<file path="src/rtl/gpio_bank_pkg.sv">
// Shared definitions for the GPIO bank: bus width and register word indices.
// Assumes word-aligned registers; byte offset = index * 4.
package gpio_bank_pkg;
    localparam int ADDR_W = 6;
    localparam int IDX_W  = ADDR_W - 2;

    typedef enum logic [IDX_W-1:0] {
        RG_DATA = 4'd0,
        RG_DIR  = 4'd1,
        RG_OE   = 4'd2,
        RG_TYPE = 4'd3,
        RG_POL  = 4'd4,
        RG_ANY  = 4'd5,
        RG_IEN  = 4'd6,
        RG_IDIS = 4'd7,
        RG_MASK = 4'd8,
        RG_STAT = 4'd9
    } reg_idx_e;
endpackage

</file>
<file path="src/rtl/gpio_sync.sv">
// Multi-stage synchroniser for a vector of asynchronous inputs.
// Assumes each bit is independent; no bus coherency is provided.
module gpio_sync #(
    parameter int W      = 32,
    parameter int STAGES = 2
) (
    input  logic         clk,
    input  logic         rst_n,
    input  logic [W-1:0] d,
    output logic [W-1:0] q
);
    logic [W-1:0] stg [STAGES];

    // Shift the input through the synchroniser chain.
    always_ff @(posedge clk) begin
        if (!rst_n) begin
            for (int s = 0; s < STAGES; s++) stg[s] <= '0;
        end else begin
            stg[0] <= d;
            for (int s = 1; s < STAGES; s++) stg[s] <= stg[s-1];
        end
    end

    assign q = stg[STAGES-1];
endmodule

</file>
<file path="src/rtl/gpio_irq_cell.sv">
// Per-pin event detector and pending flag.
// Assumes smp is already synchronous. Level mode sets the flag each cycle
// the condition holds; edge mode compares against the previous sample.
// A set in the same cycle as a clear wins.
module gpio_irq_cell (
    input  logic clk,
    input  logic rst_n,
    input  logic smp,
    input  logic edge_mode,
    input  logic pol_high,
    input  logic both_edges,
    input  logic clr,
    output logic ev,
    output logic pend
);
    logic prev_q;
    logic rise, fall;

    // Remember the last synchronised sample for edge detection.
    always_ff @(posedge clk) begin
        if (!rst_n) prev_q <= 1'b0;
        else        prev_q <= smp;
    end

    // Select the event condition for the configured mode.
    always_comb begin
        rise = smp & ~prev_q;
        fall = ~smp & prev_q;
        if (!edge_mode)      ev = pol_high ? smp : ~smp;
        else if (both_edges) ev = rise | fall;
        else                 ev = pol_high ? rise : fall;
    end

    // Hold the pending flag until a write-one clear without a new event.
    always_ff @(posedge clk) begin
        if (!rst_n) pend <= 1'b0;
        else        pend <= (pend & ~clr) | ev;
    end
endmodule

</file>
<file path="src/rtl/gpio_bank_irq.sv">
// GPIO bank: register port, output drive, input sampling and interrupts.
// Assumes one access per cycle; writes commit at the strobe edge, reads are
// registered and valid the next cycle. Low address bits [1:0] are ignored.
module gpio_bank_irq
    import gpio_bank_pkg::*;
#(
    parameter int NPINS     = 32,
    parameter int SYNC_DEPTH = 2
) (
    input  logic              clk,
    input  logic              rst_n,
    input  logic              bus_wr,
    input  logic              bus_rd,
    input  logic [ADDR_W-1:0] bus_addr,
    input  logic [NPINS-1:0]  bus_wdata,
    output logic [NPINS-1:0]  bus_rdata,
    input  logic [NPINS-1:0]  pin_i,
    output logic [NPINS-1:0]  pin_o,
    output logic [NPINS-1:0]  pin_oe,
    output logic              irq
);
    logic [IDX_W-1:0] idx;
    logic [NPINS-1:0] dir_q, oe_q, data_q, type_q, pol_q, any_q, mask_q;
    logic [NPINS-1:0] sync_q, irq_status, irq_event, stat_clr, pin_lvl;
    logic [NPINS-1:0] rd_mux, rdata_q;

    assign idx = bus_addr[ADDR_W-1:2];

    gpio_sync #(.W(NPINS), .STAGES(SYNC_DEPTH)) u_sync (
        .clk(clk), .rst_n(rst_n), .d(pin_i), .q(sync_q)
    );

    // Write-one clear vector for the pending flags.
    always_comb begin
        stat_clr = '0;
        if (bus_wr && idx == RG_STAT) stat_clr = bus_wdata;
    end

    genvar gi;
    generate
        for (gi = 0; gi < NPINS; gi++) begin : g_pin
            gpio_irq_cell u_cell (
                .clk(clk), .rst_n(rst_n), .smp(sync_q[gi]),
                .edge_mode(type_q[gi]), .pol_high(pol_q[gi]),
                .both_edges(any_q[gi]), .clr(stat_clr[gi]),
                .ev(irq_event[gi]), .pend(irq_status[gi])
            );
        end
    endgenerate

    // Configuration and mask registers written from the bus.
    always_ff @(posedge clk) begin
        if (!rst_n) begin
            dir_q  <= '0;
            oe_q   <= '0;
            data_q <= '0;
            type_q <= '1;
            pol_q  <= '0;
            any_q  <= '0;
            mask_q <= '1;
        end else if (bus_wr) begin
            case (idx)
                RG_DATA: data_q <= (data_q & ~dir_q) | (bus_wdata & dir_q);
                RG_DIR:  dir_q  <= bus_wdata;
                RG_OE:   oe_q   <= bus_wdata;
                RG_TYPE: type_q <= bus_wdata;
                RG_POL:  pol_q  <= bus_wdata;
                RG_ANY:  any_q  <= bus_wdata;
                RG_IEN:  mask_q <= mask_q & ~bus_wdata;
                RG_IDIS: mask_q <= mask_q | bus_wdata;
                default: ;
            endcase
        end
    end

    assign pin_lvl = (dir_q & data_q) | (~dir_q & sync_q);

    // Select the register addressed by a read.
    always_comb begin
        case (idx)
            RG_DATA: rd_mux = pin_lvl;
            RG_DIR:  rd_mux = dir_q;
            RG_OE:   rd_mux = oe_q;
            RG_TYPE: rd_mux = type_q;
            RG_POL:  rd_mux = pol_q;
            RG_ANY:  rd_mux = any_q;
            RG_MASK: rd_mux = mask_q;
            RG_STAT: rd_mux = irq_status;
            default: rd_mux = '0;
        endcase
    end

    // Register the read data for the following cycle.
    always_ff @(posedge clk) begin
        if (!rst_n)      rdata_q <= '0;
        else if (bus_rd) rdata_q <= rd_mux;
    end

    assign bus_rdata = rdata_q;
    assign pin_o     = data_q;
    assign pin_oe    = dir_q & oe_q;
    assign irq       = |(irq_status & ~mask_q);
endmodule

</file>
<file path="config.mk">
export PLATFORM = sky130hd
export DESIGN_NAME = gpio_bank_irq
export DESIGN_NICKNAME = d
export VERILOG_FILES = /design/src/rtl/gpio_bank_pkg.sv /design/src/rtl/gpio_sync.sv /design/src/rtl/gpio_irq_cell.sv /design/src/rtl/gpio_bank_irq.sv
export SDC_FILE = /design/constraint.sdc
export NUM_CORES = 1
export LEC_CHECK = 0
export ABC_CLOCK_PERIOD_IN_PS = 2100
export BUFFER_PORTS_ARGS = -buffer_cell sky130_fd_sc_hd__buf_2
export CAP_MARGIN = 20
export CORE_MARGIN = 3
export CORE_UTILIZATION = 44
export DETAILED_ROUTE_END_ITERATION = 6
export PLACE_DENSITY = 0.64
export SLEW_MARGIN = 20
export SYNTH_ARGS = -nofsm -noshare
export SYNTH_HDL_FRONTEND = slang
export SYNTH_SLANG_ARGS = --single-unit
</file>
<file path="constraint.sdc">
create_clock -name clk -period 2.1 [get_ports clk]
set_clock_uncertainty 0.05 [all_clocks]
set_input_delay 0.42 -clock clk [delete_from_list [all_inputs] [get_ports clk]]
set_output_delay 0.42 -clock clk [all_outputs]
set_load 0.03 [all_outputs]
</file>
### Yosys cells after proc, flatten, opt, wreduce, memory -nomap -nowiden

Memories as Yosys holds them, arrays and structs flattened.
Index checks and enable logic that the tools add are counted.

| word-level totals | value |
|---|---|
| bits in registers | 320 |
| memory bits (writable) | 64 |
| output and inout port bits | 97 |
| memories kept | 1 |

| cells by class | value |
|---|---|
| eq/ne operators | 9 |
| mux-type cells | 135 |
| bitwise gates (word level) | 271 |
| reductions and logical operators | 11 |

Memory list:

| memory | words | width | read ports | clocked after Yosys merged registers in | write ports | RTL line | RTL |
|---|---|---|---|---|---|---|---|
| u_sync.stg | 2 | 32 | 2 | 0 | 2 | gpio_sync.sv:12 | `logic [W-1:0] stg [STAGES];` |

Operator list:

| kind | count |
|---|---|
| 32-bit one-hot mux with 8 select lines | 1 |
| 32-bit bitwise AND | 7 |
| 1-bit 2-to-1 mux | 130 |
| 1-bit bitwise AND | 96 |
| 32-bit 2-to-1 mux | 3 |
| 1-bit inverter | 96 |
| 32-bit inverter | 3 |
| 32-bit OR | 3 |
| 1-bit OR | 66 |
| 32-bit one-hot mux with 2 select lines | 1 |
| 32-bit OR reduction | 1 |
| 4-bit by 3-bit equality test with 1-bit output, second input constant | 4 |
| 2-bit AND reduction | 7 |
| 4-bit by 2-bit equality test with 1-bit output, second input constant | 2 |
| 4-bit equality test, second input constant | 2 |
| 4-bit by 1-bit equality test with 1-bit output, second input constant | 1 |
| 4-bit zero test | 1 |
| 2-bit nonzero test | 1 |
| 1-bit logical AND | 1 |

### Depth between registers and ports, before layout

Gate-level depths: netlist (run 1).

| depth | value |
|---|---|
| depth in word-level cells | 6 |
| gate-level depth with buffers | 8 |

### Hierarchy

From an unflattened synthesis (run 1), not the netlist that was laid out.

| unflattened totals | value |
|---|---|
| cells, all modules | 2319 |
| area total of the unflattened synthesis | 19424.9 µm² |

By module, submodules not included:

| module | instances | cells an instance | area an instance (µm²) | sequential area each (µm²) |
|---|---|---|---|---|
| gpio_bank_irq | 1 | 1609 | 12668.4 | 5124.9 |
| gpio_irq_cell | 32 | 17 | 147.6 | 40.0 |
| gpio_sync | 1 | 166 | 2031.9 | 1281.2 |

### Least setup slack after synthesis (run 1)

OpenSTA, ideal clock, no wires.

| timing path | value |
|---|---|
| path type | in2reg |
| start point | input port bus_addr[2] |
| end point | register rdata_q[10], in the netlist bus_rdata[10] |
| arrival time | 1542 ps |
| setup slack | 385 ps |
| stages | 7 |
| cells stage by stage | buf_2 -> buf_4 -> buf_2 -> mux2i_1 -> o22ai_1 -> o31ai_1 -> a21boi_1 |

| on the way | value |
|---|---|
| word-level cells in the longest chain between the ends | 2 |
| elaborated cells on any way between the ends | 9 |

Ends and longest elaborated chain:

| what | RTL line | RTL |
|---|---|---|
| from (decl) | gpio_bank_irq.sv:14 | `input logic [ADDR_W-1:0] bus_addr,` |
| 4-bit equality test (tied with other cells) | gpio_bank_irq.sv:80 | `case (idx)` |
| 32-bit one-hot mux with 8 select lines * | gpio_bank_irq.sv:80 |  |
| to (signal assigned) | gpio_bank_irq.sv:96 | `else if (bus_rd) rdata_q <= rd_mux;` |
| to (decl) | gpio_bank_irq.sv:25 | `logic [NPINS-1:0] rd_mux, rdata_q;` |

Mark *: on every way between the ends. The rest lies on a longest branch, timed or not.
A chain may end at the register's enable or synchronous reset.

### Worst setup path in the final report (run 1)

| timing path | value |
|---|---|
| start point | register g_pin[13].u_cell.pend |
| end point | output port irq |

| on the way | value |
|---|---|
| word-level cells in the longest chain between the ends | 2 |

Ends and longest elaborated chain:

| what | RTL line | RTL |
|---|---|---|
| from (decl) | gpio_irq_cell.sv:14 | `output logic pend` |
| from (signal assigned) | gpio_irq_cell.sv:37 | `else pend <= (pend & ~clr) \| ev;` |
| 32-bit bitwise AND | gpio_bank_irq.sv:102 | `assign irq = \|(irq_status & ~mask_q);` |
| 32-bit OR reduction | gpio_bank_irq.sv:102 |  |
| to (decl) | gpio_bank_irq.sv:20 | `output logic irq` |

Every way passes these cells.

==> run_results.csv, run 1 <==
group,metric,value,unit
clock_tree,root_buffer,"clkbuf_16",
yosys,yosys_warnings,0,
worst_setup_path,worst_r2r_path_depth,6,
worst_setup_path,required,1.63,ns
grt,grt_pass1_wl,81.4,mm
yosys,postSynthAreaPerCell,8.46,sq um
cells_and_area,fin_util,53.3,%
pwr,power.density,760,nW/um^2
hold_path,worstHoldPathType,"input port to flop",
sta,whs,0.0282,ns
pwr,vdd_ir_drop_max,0.549,mV
worst_setup_path,cp-start-kind,"flop",
cells_and_area,synthToLayoutAreaGrowth,18.1,%
clock_tree,clk_pin_slew,0.06,ns
place,dpl.hpwl,35.5,mm
sta,post-route-period-util,112,%
hold_path,hold_path.startpoint,"pin_i[21]",
worst_setup_path,timing.rr.start,"u_sync.stg[0][52]",
sta,rsz0062_at_grt,"yes",
detailed_routing,drt-initial-drc-count,962,
grt,antenna_found_initial,4,
yosys,synth_cells,2202,
place,dp_cells,2800,
worst_setup_path,critPathLaunch,"g_pin[13].u_cell.pend",
yosys,synth_area,18600,sq um
sta,period_needed,2.35,ns
floorplan,die_area,44800,sq um
run_status,violations,"negative setup slack",
pwr,leakage,9.50,nW
yosys,ys_seq_area_share,41.3,%
place,place_congestion,0.804,
sta,hold_viol,0,
sta,fin_ws,-0.253,ns
hold_path,min_to,"u_sync.stg[0][21]",
floorplan,die_h,212,microns
sta,worst_slew_pin_slew,0.536,ns
yosys,synthesis.nets,2340,
sta,setup_viol,1,
detailed_routing,wl_per_cell,17.8,microns
floorplan,ioPinCount,171,
detailed_routing,vias,15600,
worst_setup_path,arrival,1.88,ns
yosys,synth_cell_types,37,
cells_and_area,fin_cells,2912,
sta,finalMaxSlewViolations,0,
worst_setup_path,cp-end-kind,"output pin",
place,post_dp_cell_area,20100,sq um
detailed_routing,vias_per_cell,5.34,
clock_tree,cts_tree,"done",
grt,grt_util_all_layers,22.8,%
sta,fmax,0.425,GHz
floorplan,die_x,212,microns
run_status,outcome,"finished with violations",
grt,grt_max_degree,72,
worst_setup_path,r2r-end,"g_pin[20].u_cell.pend",
clock_tree,clock-sinks,384,
cells_and_area,finish.instance_area,22000,sq um
grt,grt-ovfl-total,0,
place,port_buffers,168,
detailed_routing,first_pass_iters,5,
clock_tree,cts_buffers,43,
clock_tree,clock_tree.htree_level_count,2,
clock_tree,clk_latency,0.58,ns
cells_and_area,drive_gt1_share,17.9,%
grt,first_global_vias,15100,
floorplan,coreArea,41300,sq um
clock_tree,cts_buffer_depth,3,
yosys,ys_ff_latch,384,
floorplan,start_util,45.1,%
worst_setup_path,r2r_slack,0.49,ns
detailed_routing,drtAntennaViolNets,0,
detailed_routing,drcViolationCount,0,
worst_setup_path,crit_fanout,3,
cells_and_area,finalNetCount,2480,
detailed_routing,finalWirelength,52.0,mm
sta,worst_slew_margin_rel,64.3,%
pwr,p_total,16.7,mW
hold_path,hold_path_depth,2,
place,dp_slack,0.0740,ns
worst_setup_path,crit_type,"flop to output pin",
job,drv_cap,0,
floorplan,row_count,74,
sta,setup_tns,-0.253,ns
==> report_power, final <==
group          switching [mW]  total [mW]  internal, mW
Sequential              0.160        7.64          7.48
Combinational           0.778        1.36         0.580
Clock                    3.08        7.73          4.65
==> cell type report <==
class	count	area [sq um]
antenna	3	7.51
tap	532	666
multi-input combinational	1549	9820
fill	3753	19300
timing repair buffer	268	1970
clock buffer	64	1260
clock inverter	16	201
sequential	384	7720
inverter	96	360
==> worst max path at each step <==
stage / to / slack, ns
4_1_cts: irq / -0.27
3_5_place_dp: g_pin[17].u_cell.pend / 0.07
5_1_grt: irq / -0.32
2_1_floorplan: bus_rdata[10] / 0.39
3_3_place_gp: g_pin[19].u_cell.pend / 0.10
6_report: irq / -0.25
==> logic make-up after synthesis <==
logic type      share of synthesized area [%]
compound gates                           15.4
buf+inv                                  6.50
mux                                      8.81
xor+xnor                                 1.50
fa+ha+maj                                4.30
flops                                    41.3
simple gates                             22.2
==> critical path, cell delays in order (launching register included) <==
cell and delay, ns:
dfxtp_1 0.32, inv_1 0.09, o22ai_1 0.10, nor4_2 0.30, nand4_1 0.27, buf_6 0.23
==> synth_stat cells (all sizes together) <==
| cell | count | area, sq um |
|---|---|---|
| a21o | 32 | 240 |
| a21oi | 65 | 325 |
| and4b | 1 | 10.0 |
| or3b | 35 | 307 |
| mux2i | 128 | 1280 |
| xor2 | 32 | 280 |
| o21a | 1 | 7.51 |
| nand2b | 32 | 200 |
| clkbuf | 89 | 334 |
| o22ai | 48 | 300 |
| mux2 | 32 | 360 |
| inv | 96 | 360 |
| a21boi | 160 | 1200 |
| nor4 | 4 | 25.0 |
| nor2 | 37 | 178 |
| nor2b | 33 | 206 |
| buf | 84 | 515 |
| and2 | 130 | 813 |
| o211ai | 32 | 240 |
| nor3b | 2 | 15.0 |
| o31ai | 32 | 240 |
| ha | 64 | 801 |
| nor3 | 1 | 10.0 |
| nand2 | 451 | 1700 |
| or3 | 1 | 6.26 |
| dfxtp | 384 | 7690 |
| o21ai | 64 | 320 |
| nand3 | 131 | 656 |
| nand4 | 1 | 6.26 |
==> cell usage in the layout (no fill, tap or decap), types with 51 or more instances in the layout <==
cell and count:
nand3_1 131, inv_1 86, mux2i_1 128, dfxtp_1 360, and2_1 130, buf_2 165
ha_1 64, a21boi_0 87, nand2_1 450, o21ai_0 64, buf_4 51, a21boi_1 73
a21oi_1 65
==> metal layers <==
| layer | vias to the layer above | GRT usage (%) | share of wire, % |
|---|---|---|---|
| met3 | 88 | 4.21 | 5.5 |
| met4 | 0 | 7.37 | 2.7 |
| met2 | 396 | 38.5 | 47 |
| met1 | 7424 | 29.7 | 44 |
| li1 | 7646 | - | - |
| met5 | - | 0 | 0 |
==> timing repair <==
action	4_1_cts	5_1_grt
pin swaps	6	5
endpoints found under the setup margin	1	1
hold buffers	26	0
cloned	0	0
buffers inserted	2	1
hold endpoints to repair	26	0
gates resized for setup	22	28
Note: power is estimated with default switching activity, not from simulation.
==> inputs of run 2 (changes only) <==
- SETUP_SLACK_MARGIN: not set -> 0.2
==> run 2 against run 1 <==
Core utilization is essentially flat. Non-clock buffer count is the same. Highest routed layer unchanged. Maximum frequency is essentially flat. The run still ends with negative setup slack left. Setup slack gained 0.00066 ns. Hold slack gained 0.00086 ns.
==> run_results.csv, run 2 (synthesis gave the netlist of run 1 again) <==
group,metric,value,unit
detailed_routing,wl_per_cell,17.8,microns
pwr,leakage,9.50,nW
sta,fin_ws,-0.252,ns
worst_setup_path,worst_r2r_path_depth,6,
grt,grt_util_all_layers,22.8,%
grt,grt_max_degree,72,
grt,first_global_vias,15100,
sta,worst_slew_margin_rel,64.4,%
sta,fmax,0.425,GHz
detailed_routing,drtAntennaViolNets,0,
clock_tree,root_buffer,"clkbuf_16",
clock_tree,clock-sinks,384,
clock_tree,clk_pin_slew,0.06,ns
detailed_routing,vias_per_cell,5.34,
detailed_routing,drt-initial-drc-count,962,
detailed_routing,vias,15600,
sta,finalMaxSlewViolations,0,
cells_and_area,finalNetCount,2480,
floorplan,coreArea,41300,sq um
worst_setup_path,r2r-end,"g_pin[20].u_cell.pend",
floorplan,die_h,212,microns
hold_path,hold_path_depth,2,
cells_and_area,seq_area,7720,sq um
clock_tree,cts_buffer_depth,3,
worst_setup_path,cp-end-kind,"output pin",
grt,grt-ovfl-total,0,
pwr,vdd_ir_drop_max,0.549,mV
place,place_congestion,0.804,
floorplan,row_count,74,
worst_setup_path,arrival,1.88,ns
sta,whs,0.0290,ns
place,port_buffers,168,
worst_setup_path,r2r_slack,0.49,ns
clock_tree,clock_tree.htree_level_count,2,
job,drv_cap,0,
worst_setup_path,slowest_delay,0.34,ns
cells_and_area,drive_gt1_share,17.9,%
clock_tree,cts_tree,"done",
sta,setup_viol,1,
floorplan,die_area,44800,sq um
floorplan,die_x,212,microns
clock_tree,cts_buffers,43,
detailed_routing,first_pass_iters,6,
cells_and_area,layout_common_cells,"450 x nand2_1, 360 x dfxtp_1, 164 x buf_2, 131 x nand3_1, 129 x and2_1",
sta,period_needed,2.35,ns
pwr,power.density,760,nW/um^2
cells_and_area,nFillCells,3752,
worst_setup_path,crit_fanout,3,
cells_and_area,multi_input_area,9820,sq um
worst_setup_path,required,1.63,ns
detailed_routing,finalWirelength,51.9,mm
grt,antenna_found_initial,4,
cells_and_area,layout_commonest_cell,"nand2_1",
worst_setup_path,path_cells,"inv_2, o22ai_1, nor4_2, nand4_1, buf_6",
hold_path,min_to,"u_sync.stg[0][25]",
grt,grt_pass1_wl,81.4,mm
worst_setup_path,cp-start-kind,"flop",
place,dpl.hpwl,35.5,mm
worst_setup_path,timing.rr.start,"u_sync.stg[0][52]",
floorplan,ioPinCount,171,
clock_tree,clk_latency,0.58,ns
worst_setup_path,critPathSlowestCell,"dfxtp_1",
sta,post-route-period-util,112,%
sta,hold_viol,0,
sta,rsz0062_at_grt,"yes",
floorplan,start_util,45.1,%
detailed_routing,drcViolationCount,0,
hold_path,hold_path.startpoint,"pin_i[25]",
sta,worst_slew_pin_slew,0.535,ns
cells_and_area,finish.instance_area,22000,sq um
place,post_dp_cell_area,20100,sq um
run_status,outcome,"finished with violations",
cells_and_area,synthToLayoutAreaGrowth,18.1,%
worst_setup_path,crit_type,"flop to output pin",
hold_path,worstHoldPathType,"input port to flop",
run_status,violations,"negative setup slack",
[run 2: cell counts in the layout (fill, tap and decap cells not counted)]
No cell type changed its count.
[run 2: metal layers]
| metal | global-route usage (%) | part of all wire, % | vias up |
|---|---|---|---|
| met5 | 0 | 0 | - |
| met4 | 7.37 | 2.7 | 0 |
| met3 | 4.21 | 5.5 | 86 |
| met2 | 38.5 | 47 | 406 |
| met1 | 29.7 | 45 | 7419 |
| li1 | - | - | 7648 |
[run 2: worst max path at each step]
stage / startpoint / to / depth (start not counted)
floorplan: bus_addr[2] / bus_rdata[10] / 7
global placement: bus_addr[5] / g_pin[19].u_cell.pend / 7
detailed placement: bus_addr[5] / g_pin[17].u_cell.pend / 7
CTS: g_pin[9].u_cell.pend / irq / 5
global route: g_pin[13].u_cell.pend / irq / 5
finish: g_pin[4].u_cell.pend / irq / 5
[run 2: area by class of cell]
type                    count  area share [%]
diodes                      3          0.0341
inverters                  96            1.64
clock inverters            16           0.916
multi-input cells        1549            44.6
well taps                 532            3.03
repair buffers            268            8.96
clock buffers              64            5.71
flip-flops and latches    384            35.1
[run 2: critical path: cells and delay by family, from the launching register on]
kind | cells | cell delay (ns)
AO/OA/AOI/OAI | 1 | 0.12
buffers and inverters | 2 | 0.31
flip-flops | 1 | 0.34
AND/OR/NAND/NOR | 2 | 0.54
[run 2: where the power goes]
group | switching (mW) | leakage, nW | internal (mW)
registers | 0.160 | 3.12 | 7.48
logic | 0.777 | 5.66 | 0.580
clock network | 3.08 | 0.718 | 4.65
[run 2: stage by stage]
stage	utilization, %	worst slack, ns	total power, mW	std cells	TNS [ns]
finish	53.3	-0.252	16.7	2912	-0.252
global route	53.3	-0.317	17.3	2911	-0.317
CTS	53.1	-0.268	16.9	2908	-0.268
detailed placement	48.7	0.0740	9.09	2800	0
global placement	48.7	0.105	9.05	2800	0
floorplan	-	0.385	8.63	2202	0
[run 2: what timing repair did]
| item | in CTS | in global routing |
|---|---|---|
| gates resized for setup | 23 | 29 |
| endpoints found under the setup margin | 2 | 2 |
| setup buffers | 2 | 1 |
| endpoints found under the hold margin | 26 | 0 |
| pin swaps | 6 | 5 |
| hold buffers | 26 | 0 |
